File: src/rtl/cmdseq_pkg.sv
package cmdseq_pkg;
  localparam logic [7:0] OP_NOP   = 8'h00;
  localparam logic [7:0] OP_WRITE = 8'h01;
  localparam logic [7:0] OP_CALL  = 8'h0C;
  localparam int CALL_HEAD_LSB = 26;
  localparam int CALL_TAIL_LSB = 0;
  localparam int SLOT_W = 3;  // 8 quadwords per 64-byte cacheline

  typedef enum logic [1:0] {ST_IDLE, ST_FETCH, ST_WAIT} seq_state_e;
  typedef enum logic [1:0] {K_NOP, K_WRITE, K_CALL, K_BAD} instr_kind_e;
endpackage

File: src/rtl/cmdseq_decode.sv
module cmdseq_decode
  import cmdseq_pkg::*;
#(
  parameter int CL_W      = 10,
  parameter int WR_ADDR_W = 24
) (
  input  logic [63:0]          instr_i,
  output instr_kind_e          kind_o,
  output logic [WR_ADDR_W-1:0] wr_addr_o,
  output logic [31:0]          wr_data_o,
  output logic [CL_W-1:0]      call_head_o,
  output logic [CL_W-1:0]      call_tail_o
);
  logic [7:0] opcode;

  assign opcode      = instr_i[63:56];
  assign wr_addr_o   = instr_i[32 +: WR_ADDR_W];
  assign wr_data_o   = instr_i[31:0];
  assign call_head_o = instr_i[CALL_HEAD_LSB +: CL_W];
  assign call_tail_o = instr_i[CALL_TAIL_LSB +: CL_W];

  always_comb begin
    if (instr_i == 64'd0)        kind_o = K_NOP;
    else if (opcode == OP_WRITE) kind_o = K_WRITE;
    else if (opcode == OP_CALL)  kind_o = K_CALL;
    else                         kind_o = K_BAD;
  end
endmodule

File: src/rtl/cmdseq_ptr.sv
module cmdseq_ptr
  import cmdseq_pkg::*;
#(
  parameter int QW_W = 13,
  parameter int CL_W = 10
) (
  input  logic            clk_i,
  input  logic            rst_ni,
  input  logic            load_i,
  input  logic [QW_W-1:0] head_i,
  input  logic [QW_W-1:0] tail_i,
  input  logic            adv_i,
  input  logic            call_i,
  input  logic [CL_W-1:0] call_head_i,
  input  logic [CL_W-1:0] call_tail_i,
  input  logic            ret_i,
  output logic [QW_W-1:0] ptr_o,
  output logic            at_end_o,
  output logic            in_sub_o
);
  logic [QW_W-1:0] ptr_q, top_tail_q, sub_tail_q, ret_q;
  logic            in_sub_q;

  always_ff @(posedge clk_i or negedge rst_ni) begin
    if (!rst_ni) begin
      ptr_q      <= '0;
      top_tail_q <= '0;
      sub_tail_q <= '0;
      ret_q      <= '0;
      in_sub_q   <= 1'b0;
    end else if (load_i) begin
      ptr_q      <= head_i;
      top_tail_q <= tail_i;
      in_sub_q   <= 1'b0;
    end else if (call_i) begin
      // resume at slot 0 of the next cacheline; rest of this one is padding
      ret_q      <= {ptr_q[QW_W-1:SLOT_W] + CL_W'(1), SLOT_W'(0)};
      ptr_q      <= {call_head_i, SLOT_W'(0)};
      sub_tail_q <= {call_tail_i, SLOT_W'(0)};
      in_sub_q   <= 1'b1;
    end else if (ret_i) begin
      ptr_q    <= ret_q;
      in_sub_q <= 1'b0;
    end else if (adv_i) begin
      ptr_q <= ptr_q + QW_W'(1);
    end
  end

  assign ptr_o    = ptr_q;
  assign in_sub_o = in_sub_q;
  assign at_end_o = (ptr_q == (in_sub_q ? sub_tail_q : top_tail_q));

  p_no_nest_r8: assert property (@(posedge clk_i) disable iff (!rst_ni)
    call_i |-> !in_sub_q);
  p_ret_from_sub_r6: assert property (@(posedge clk_i) disable iff (!rst_ni)
    ret_i |-> in_sub_q);
  p_ret_aligned_r6: assert property (@(posedge clk_i) disable iff (!rst_ni)
    (ret_i && !load_i) |=> (ptr_q[SLOT_W-1:0] == '0));
endmodule

File: src/rtl/cmdbuf_seq.sv
module cmdbuf_seq
  import cmdseq_pkg::*;
#(
  parameter int ADDR_W    = 13,
  parameter int WR_ADDR_W = 24
) (
  input  logic                 clk_i,
  input  logic                 rst_ni,
  input  logic                 start_i,
  input  logic [ADDR_W-1:0]    head_i,
  input  logic [ADDR_W-1:0]    tail_i,
  output logic                 mem_req_o,
  output logic [ADDR_W-1:0]    mem_addr_o,
  input  logic [63:0]          mem_rdata_i,
  output logic                 wr_en_o,
  output logic [WR_ADDR_W-1:0] wr_addr_o,
  output logic [31:0]          wr_data_o,
  output logic                 busy_o,
  output logic                 done_o,
  output logic                 error_o
);
  localparam int CL_W = ADDR_W - SLOT_W;

  seq_state_e             state_q, state_d;
  instr_kind_e            kind;
  logic [WR_ADDR_W-1:0]   dec_addr;
  logic [31:0]            dec_data;
  logic [CL_W-1:0]        call_head, call_tail;
  logic [ADDR_W-1:0]      ptr;
  logic                   at_end, in_sub;
  logic                   load, adv, call, ret, fault, finish, wr_fire;

  cmdseq_decode #(.CL_W(CL_W), .WR_ADDR_W(WR_ADDR_W)) i_decode (
    .instr_i     (mem_rdata_i),
    .kind_o      (kind),
    .wr_addr_o   (dec_addr),
    .wr_data_o   (dec_data),
    .call_head_o (call_head),
    .call_tail_o (call_tail)
  );

  cmdseq_ptr #(.QW_W(ADDR_W), .CL_W(CL_W)) i_ptr (
    .clk_i       (clk_i),
    .rst_ni      (rst_ni),
    .load_i      (load),
    .head_i      (head_i),
    .tail_i      (tail_i),
    .adv_i       (adv),
    .call_i      (call),
    .call_head_i (call_head),
    .call_tail_i (call_tail),
    .ret_i       (ret),
    .ptr_o       (ptr),
    .at_end_o    (at_end),
    .in_sub_o    (in_sub)
  );

  always_comb begin
    state_d = state_q;
    load    = 1'b0;
    adv     = 1'b0;
    call    = 1'b0;
    ret     = 1'b0;
    fault   = 1'b0;
    finish  = 1'b0;
    wr_fire = 1'b0;
    unique case (state_q)
      ST_IDLE: if (start_i) begin
        load    = 1'b1;
        state_d = ST_FETCH;
      end
      ST_FETCH: begin
        if (!at_end)     state_d = ST_WAIT;
        else if (in_sub) ret = 1'b1;
        else begin
          finish  = 1'b1;
          state_d = ST_IDLE;
        end
      end
      ST_WAIT: begin
        state_d = ST_FETCH;
        unique case (kind)
          K_NOP:   adv = 1'b1;
          K_WRITE: begin
            adv     = 1'b1;
            wr_fire = 1'b1;
          end
          K_CALL: begin
            // forbidden slots 6 and 7, and no nesting
            if (in_sub || (ptr[SLOT_W-1:1] == 2'b11)) fault = 1'b1;
            else                                     call  = 1'b1;
          end
          default: fault = 1'b1;
        endcase
        if (fault) state_d = ST_IDLE;
      end
      default: state_d = ST_IDLE;
    endcase
  end

  always_ff @(posedge clk_i or negedge rst_ni) begin
    if (!rst_ni) begin
      state_q   <= ST_IDLE;
      wr_en_o   <= 1'b0;
      wr_addr_o <= '0;
      wr_data_o <= '0;
      done_o    <= 1'b0;
      error_o   <= 1'b0;
    end else begin
      state_q <= state_d;
      wr_en_o <= wr_fire;
      done_o  <= finish;
      if (wr_fire) begin
        wr_addr_o <= dec_addr;
        wr_data_o <= dec_data;
      end
      if (load)       error_o <= 1'b0;
      else if (fault) error_o <= 1'b1;
    end
  end

  assign mem_req_o  = (state_q == ST_FETCH) && !at_end;
  assign mem_addr_o = ptr;
  assign busy_o     = (state_q != ST_IDLE);

  p_done_idle_r4: assert property (@(posedge clk_i) disable iff (!rst_ni)
    done_o |-> !busy_o);
  p_done_pulse_r4: assert property (@(posedge clk_i) disable iff (!rst_ni)
    done_o |=> !done_o);
  p_fetch_wait_r11: assert property (@(posedge clk_i) disable iff (!rst_ni)
    mem_req_o |=> (state_q == ST_WAIT));
  p_wr_single_r2: assert property (@(posedge clk_i) disable iff (!rst_ni)
    wr_en_o |=> !wr_en_o);
  p_err_halts_r9: assert property (@(posedge clk_i) disable iff (!rst_ni)
    $rose(error_o) |-> (!busy_o && !done_o));
  p_slot_fault_r7: assert property (@(posedge clk_i) disable iff (!rst_ni)
    (state_q == ST_WAIT && kind == K_CALL && ptr[SLOT_W-1:1] == 2'b11)
      |=> (error_o && !busy_o));
endmodule

File: config.mk
export PLATFORM = sky130hd
export DESIGN_NAME = cmdbuf_seq
export DESIGN_NICKNAME = d
export VERILOG_FILES = /design/src/rtl/cmdseq_pkg.sv /design/src/rtl/cmdseq_decode.sv /design/src/rtl/cmdseq_ptr.sv /design/src/rtl/cmdbuf_seq.sv
export SDC_FILE = /design/constraint.sdc
export NUM_CORES = 1
export LEC_CHECK = 0
export ABC_AREA = 1
export CORE_MARGIN = 2
export CORE_UTILIZATION = 49
export DETAILED_ROUTE_END_ITERATION = 8
export PLACE_DENSITY = 0.79
export SYNTH_ARGS = -nofsm -noshare
export SYNTH_HDL_FRONTEND = slang
export SYNTH_HIERARCHICAL = 1
export SYNTH_SLANG_ARGS = --single-unit
File: constraint.sdc
create_clock -name clk_i -period 2.7 [get_ports clk_i]
set_clock_uncertainty 0.15 [all_clocks]
set_input_delay 0.405 -clock clk_i [delete_from_list [all_inputs] [get_ports clk_i]]
set_output_delay 0.405 -clock clk_i [all_outputs]
set_load 0.02 [all_outputs]
==> impl_summary.md <==
Worst setup path
The kind of start point of the critical path is a register. The endpoint identified for the worst register-to-register timing path is i_ptr/ptr_o[2]. The start-to-end type of the worst setup path is register to register. Walking the worst path, the cells encountered are buf_4 -> o211ai_1 -> nand2_1 -> nor2_1 -> nand4_1 -> nor2_2 -> buf_4 -> nand2_1 -> nor2_4 -> clkinv_4 -> nand3_4 -> buf_4 -> nor2_1 -> a21oi_1 -> o21ai_0. At the worst endpoint, the required time is 2.78 ns. The data arrival at the endpoint of the critical path is 2.60 ns. In this run the worst path has a maximum fanout of 8. The reg2reg setup slack is 0.19 ns.

STA classifies the critical path endpoint as a register. The largest stage delay on the critical path is 0.46 ns. Counting cells, the worst reg-to-reg path comes to 15. The most used cell along the critical path is sky130_fd_sc_hd__buf_4. For this design, the slowest cell found on the critical path is sky130_fd_sc_hd__dfrtp_2. In this run the critical register-to-register path is launched from i_ptr/in_sub_o.

Synthesis
The fraction of the yosys area taken by sequential cells is 0.4367. The count of synthesis-stage warnings from yosys is 6. Counting distinct cell types in the post-synthesis netlist gives 33. The fraction of post-synthesis cell area in the top cell type by area is 0.4367. After synthesis the cells add up to 0.006188 mm². By area the synthesized netlist is led by sky130_fd_sc_hd__dfrtp_1 44%, sky130_fd_sc_hd__nand2_1 15%, sky130_fd_sc_hd__buf_4 10%, sky130_fd_sc_hd__nand3_1 6.5%, sky130_fd_sc_hd__nor2_1 5.7%. The dominant cell type by area after synthesis is sky130_fd_sc_hd__dfrtp_1. In this run, synthesis produced a sequential element count of 108. The average instance in the mapped netlist occupies 7.726 µm². The number of nets produced by synthesis is 896.

Synthesis handed over a netlist of 801 instances.

Power
Dividing total power by cell area gives a power density of 657.9 mW/mm². VDD sags by at most 0.3816 mV. The leakage dissipation is 0.003947 µW.

Timing
The total negative slack for setup checks is 0 ns. The max-slew violation total from the final report is 0. The hold violation total from the final report is 0. The routed design could run at a clock period as short as 2.514 ns. Setup violations remaining at the end of the flow were counted as 0.

Headroom to the max-slew limit came out at 0.6034. The peak clock frequency supported by timing is 397.8 MHz. For the pin with the worst max-slew slack, the measured transition is 0.5949 ns. The final cycle utilization of the critical path is 0.9310.

Place
Buffers placed on the I/O ports in this run total 166. The HPWL after detailed placement is 12330 µm. The placer's final routability congestion estimate is 0.8722.

Global route
The number of antenna violations at the first check in global routing is 0. In the global route stage, overall resource usage came out at 0.2558. The first-pass GRT wire length is 26460 µm.

The maximum number of pins on one net before global-route repair is 47. The via count of the first global-routing pass came to 5379. The total overflow left after global routing is 0.

Clocking
Clock-pin slew was measured on the worst setup and hold paths at 0.07 ns. The TritonCTS clock tree is built. CTS built an H-tree with a depth of 3.

Clock tree synthesis selected as its root buffer the cell sky130_fd_sc_hd__clkbuf_16. The CTS sink count is 108. No sink is reached through more buffers than the 2 on the longest clock path. The clock reaches the later pin of the worst-skew pair after 0.36 ns.

The total CTS buffers is 9.

Detailed routing
The detail route stage leaves a number of antenna-violating nets equal to 0. The residual DRC count is 0. After detailed routing, the number of vias per cell comes to 5.052.

Wires add up to 16620 µm. In the final routed layout, each cell accounts on average for 15.07 µm. The detailed-route via count is 5572. The first TritonRoute pass finished after 5 iterations. The violation count after the first detailed-route iteration is 354.

Hold path
The origin of the worst min-delay path is wr_data_o[18]. The worst hold path terminates at wr_data_o[18]. The worst hold path cell count is 2. In this run the worst hold path is classified as register to register.

Floorplan
The die covers 0.01354 mm². Measured along the y axis, the die boundary spans 116.4 µm. The initial utilization of the core area, before any placement, comes to 0.4964. From left edge to right edge, the die measures 116.4 µm. Pin placement for this block handled 167 I/O pins.

The region available for standard cell placement spans 0.01247 mm². The floorplan has 41 rows.

Layout
The layout overhead on the synthesized area is 30.53%. The repair_antennas step left the layout with diodes totalling 0. The layout net count is 1022.

The filler cell count in the final layout is 1100. The share of cells above drive strength 1 is 0.1203. Measured on the finished design, the core utilization comes to 0.6480.

Flow run
The max-capacitance violation count is 0.

Outcome
The run finished with clean final reports.
through the flow:
| stage | cell area (µm²) | cells | hold slack [ns] | power [µW] | setup WS [ns] |
|---|---|---|---|---|---|
| 2_1_floorplan | 6188 | 801 | -0.04059 | 3116 | 0.2561 |
| 3_3_place_gp | 7660 | 1082 | 0.2888 | 3814 | -0.05107 |
| 3_5_place_dp | 7660 | 1082 | 0.2964 | 3859 | -0.1278 |
| 4_1_cts | 8011 | 1100 | 0.3263 | 5330 | 0.03658 |
| 5_1_grt | 8078 | 1103 | 0.3479 | 5597 | -0.01839 |
| 6_report | 8078 | 1103 | 0.3220 | 5314 | 0.1863 |
registers in the layout, summed over array words and instances, names as in the netlist:
register          cells
i_ptr/ret_q          10
i_ptr/in_sub_o        1
wr_data_o            32
i_ptr/ptr_o          13
error_o               1
wr_en_o               1
done_o                1
wr_addr_o            24
state_q               2
i_ptr/sub_tail_q     10
i_ptr/top_tail_q     13
final cells by class:
class,instances,area (µm²),share of cell area
inverters,42,170.2,0.02107
flip-flops and latches,108,2704,0.3347
clock buffers,10,239.0,0.02958
multi-input cells,540,2527,0.3129
clock inverters,5,86.33,0.01069
well taps,172,215.2,0.02664
repair buffers,226,2136,0.2644
worst max-delay path by stage:
stage | startpoint | endpoint | depth (start not counted)
after global routing | i_ptr/in_sub_o | i_ptr/ptr_o[2] | 17
after floorplan | i_ptr/in_sub_o | i_ptr/ptr_o[6] | 14
after detailed placement | mem_rdata_i[29] | i_ptr/ret_q[10] | 15
final | i_ptr/in_sub_o | i_ptr/ptr_o[2] | 15
after CTS | i_ptr/in_sub_o | mem_req_o | 7
after global placement | mem_rdata_i[25] | i_ptr/ret_q[8] | 15
layout by cell type, fill, tap and decap left out, types with 9 or more instances in the layout:
cell type,count
sky130_fd_sc_hd__nand2_1,249
sky130_fd_sc_hd__clkdlybuf4s50_1,164
sky130_fd_sc_hd__dfrtp_1,107
sky130_fd_sc_hd__nor2_1,87
sky130_fd_sc_hd__nand3_1,80
sky130_fd_sc_hd__buf_4,57
sky130_fd_sc_hd__inv_1,33
sky130_fd_sc_hd__o21ai_0,33
sky130_fd_sc_hd__a21oi_1,14
sky130_fd_sc_hd__xor2_1,12
sky130_fd_sc_hd__nor2_2,10
sky130_fd_sc_hd__clkbuf_16,9
sky130_fd_sc_hd__a22o_1,9
power by group:
| group | switching [µW] | internal (µW) | total (µW) | leakage [µW] |
|---|---|---|---|---|
| registers | 157 | 1790 | 1950 | 0.00142 |
| logic | 1100 | 812 | 1920 | 0.00237 |
| clock network | 611 | 838 | 1450 | 0.000159 |
kinds of logic (layout without fill, tap and decap cells):
family                   Yosys count  after routing  share of synthesized area
AND/OR/NAND/NOR                  449            449                     0.3089
buffers and inverters            153            283                     0.1601
flip-flops                       108            108                     0.4367
AO/OA/AOI/OAI                     75             75                    0.07036
XOR/XNOR                          14             14                    0.01981
adder cells (fa/ha/maj)            2              2                   0.004043
critical path: cells and delay by family (launching register included):
family | cells | cell delay, ns
flip-flops | 1 | 0.46
AO/OA/AOI/OAI | 3 | 0.37
buffers and inverters | 4 | 0.56
AND/OR/NAND/NOR | 8 | 0.86
layer usage:
layer	global-route usage	vias up	part of all wire
met4	0.09206	0	0.028
li1	-	2723	-
met5	0	-	0
met2	0.4295	188	0.49
met3	0.07006	35	0.065
met1	0.3179	2626	0.41
synth_stat cells, drive strengths merged:
| master | instances |
|---|---|
| nand3b | 2 |
| a21oi | 14 |
| xor2 | 12 |
| a22o | 10 |
| a22oi | 3 |
| ha | 2 |
| clkbuf | 4 |
| o21ai | 41 |
| inv | 42 |
| buf | 107 |
| nor3b | 1 |
| nand4 | 5 |
| o211ai | 4 |
| nor2 | 105 |
| nand3 | 82 |
| dfrtp | 108 |
| nand2 | 254 |
| a31oi | 3 |
| xnor2 | 2 |
timing repair:
action / 4_1_cts / 5_1_grt
hold endpoints to repair: 42 / 0
hold buffers: 1 / 0
buffers inserted: 2 / 3
setup endpoints to repair: 1 / 20
gates resized for setup: 4 / 17
pin swaps: 1 / 3
(Power assumes the default switching activity.)
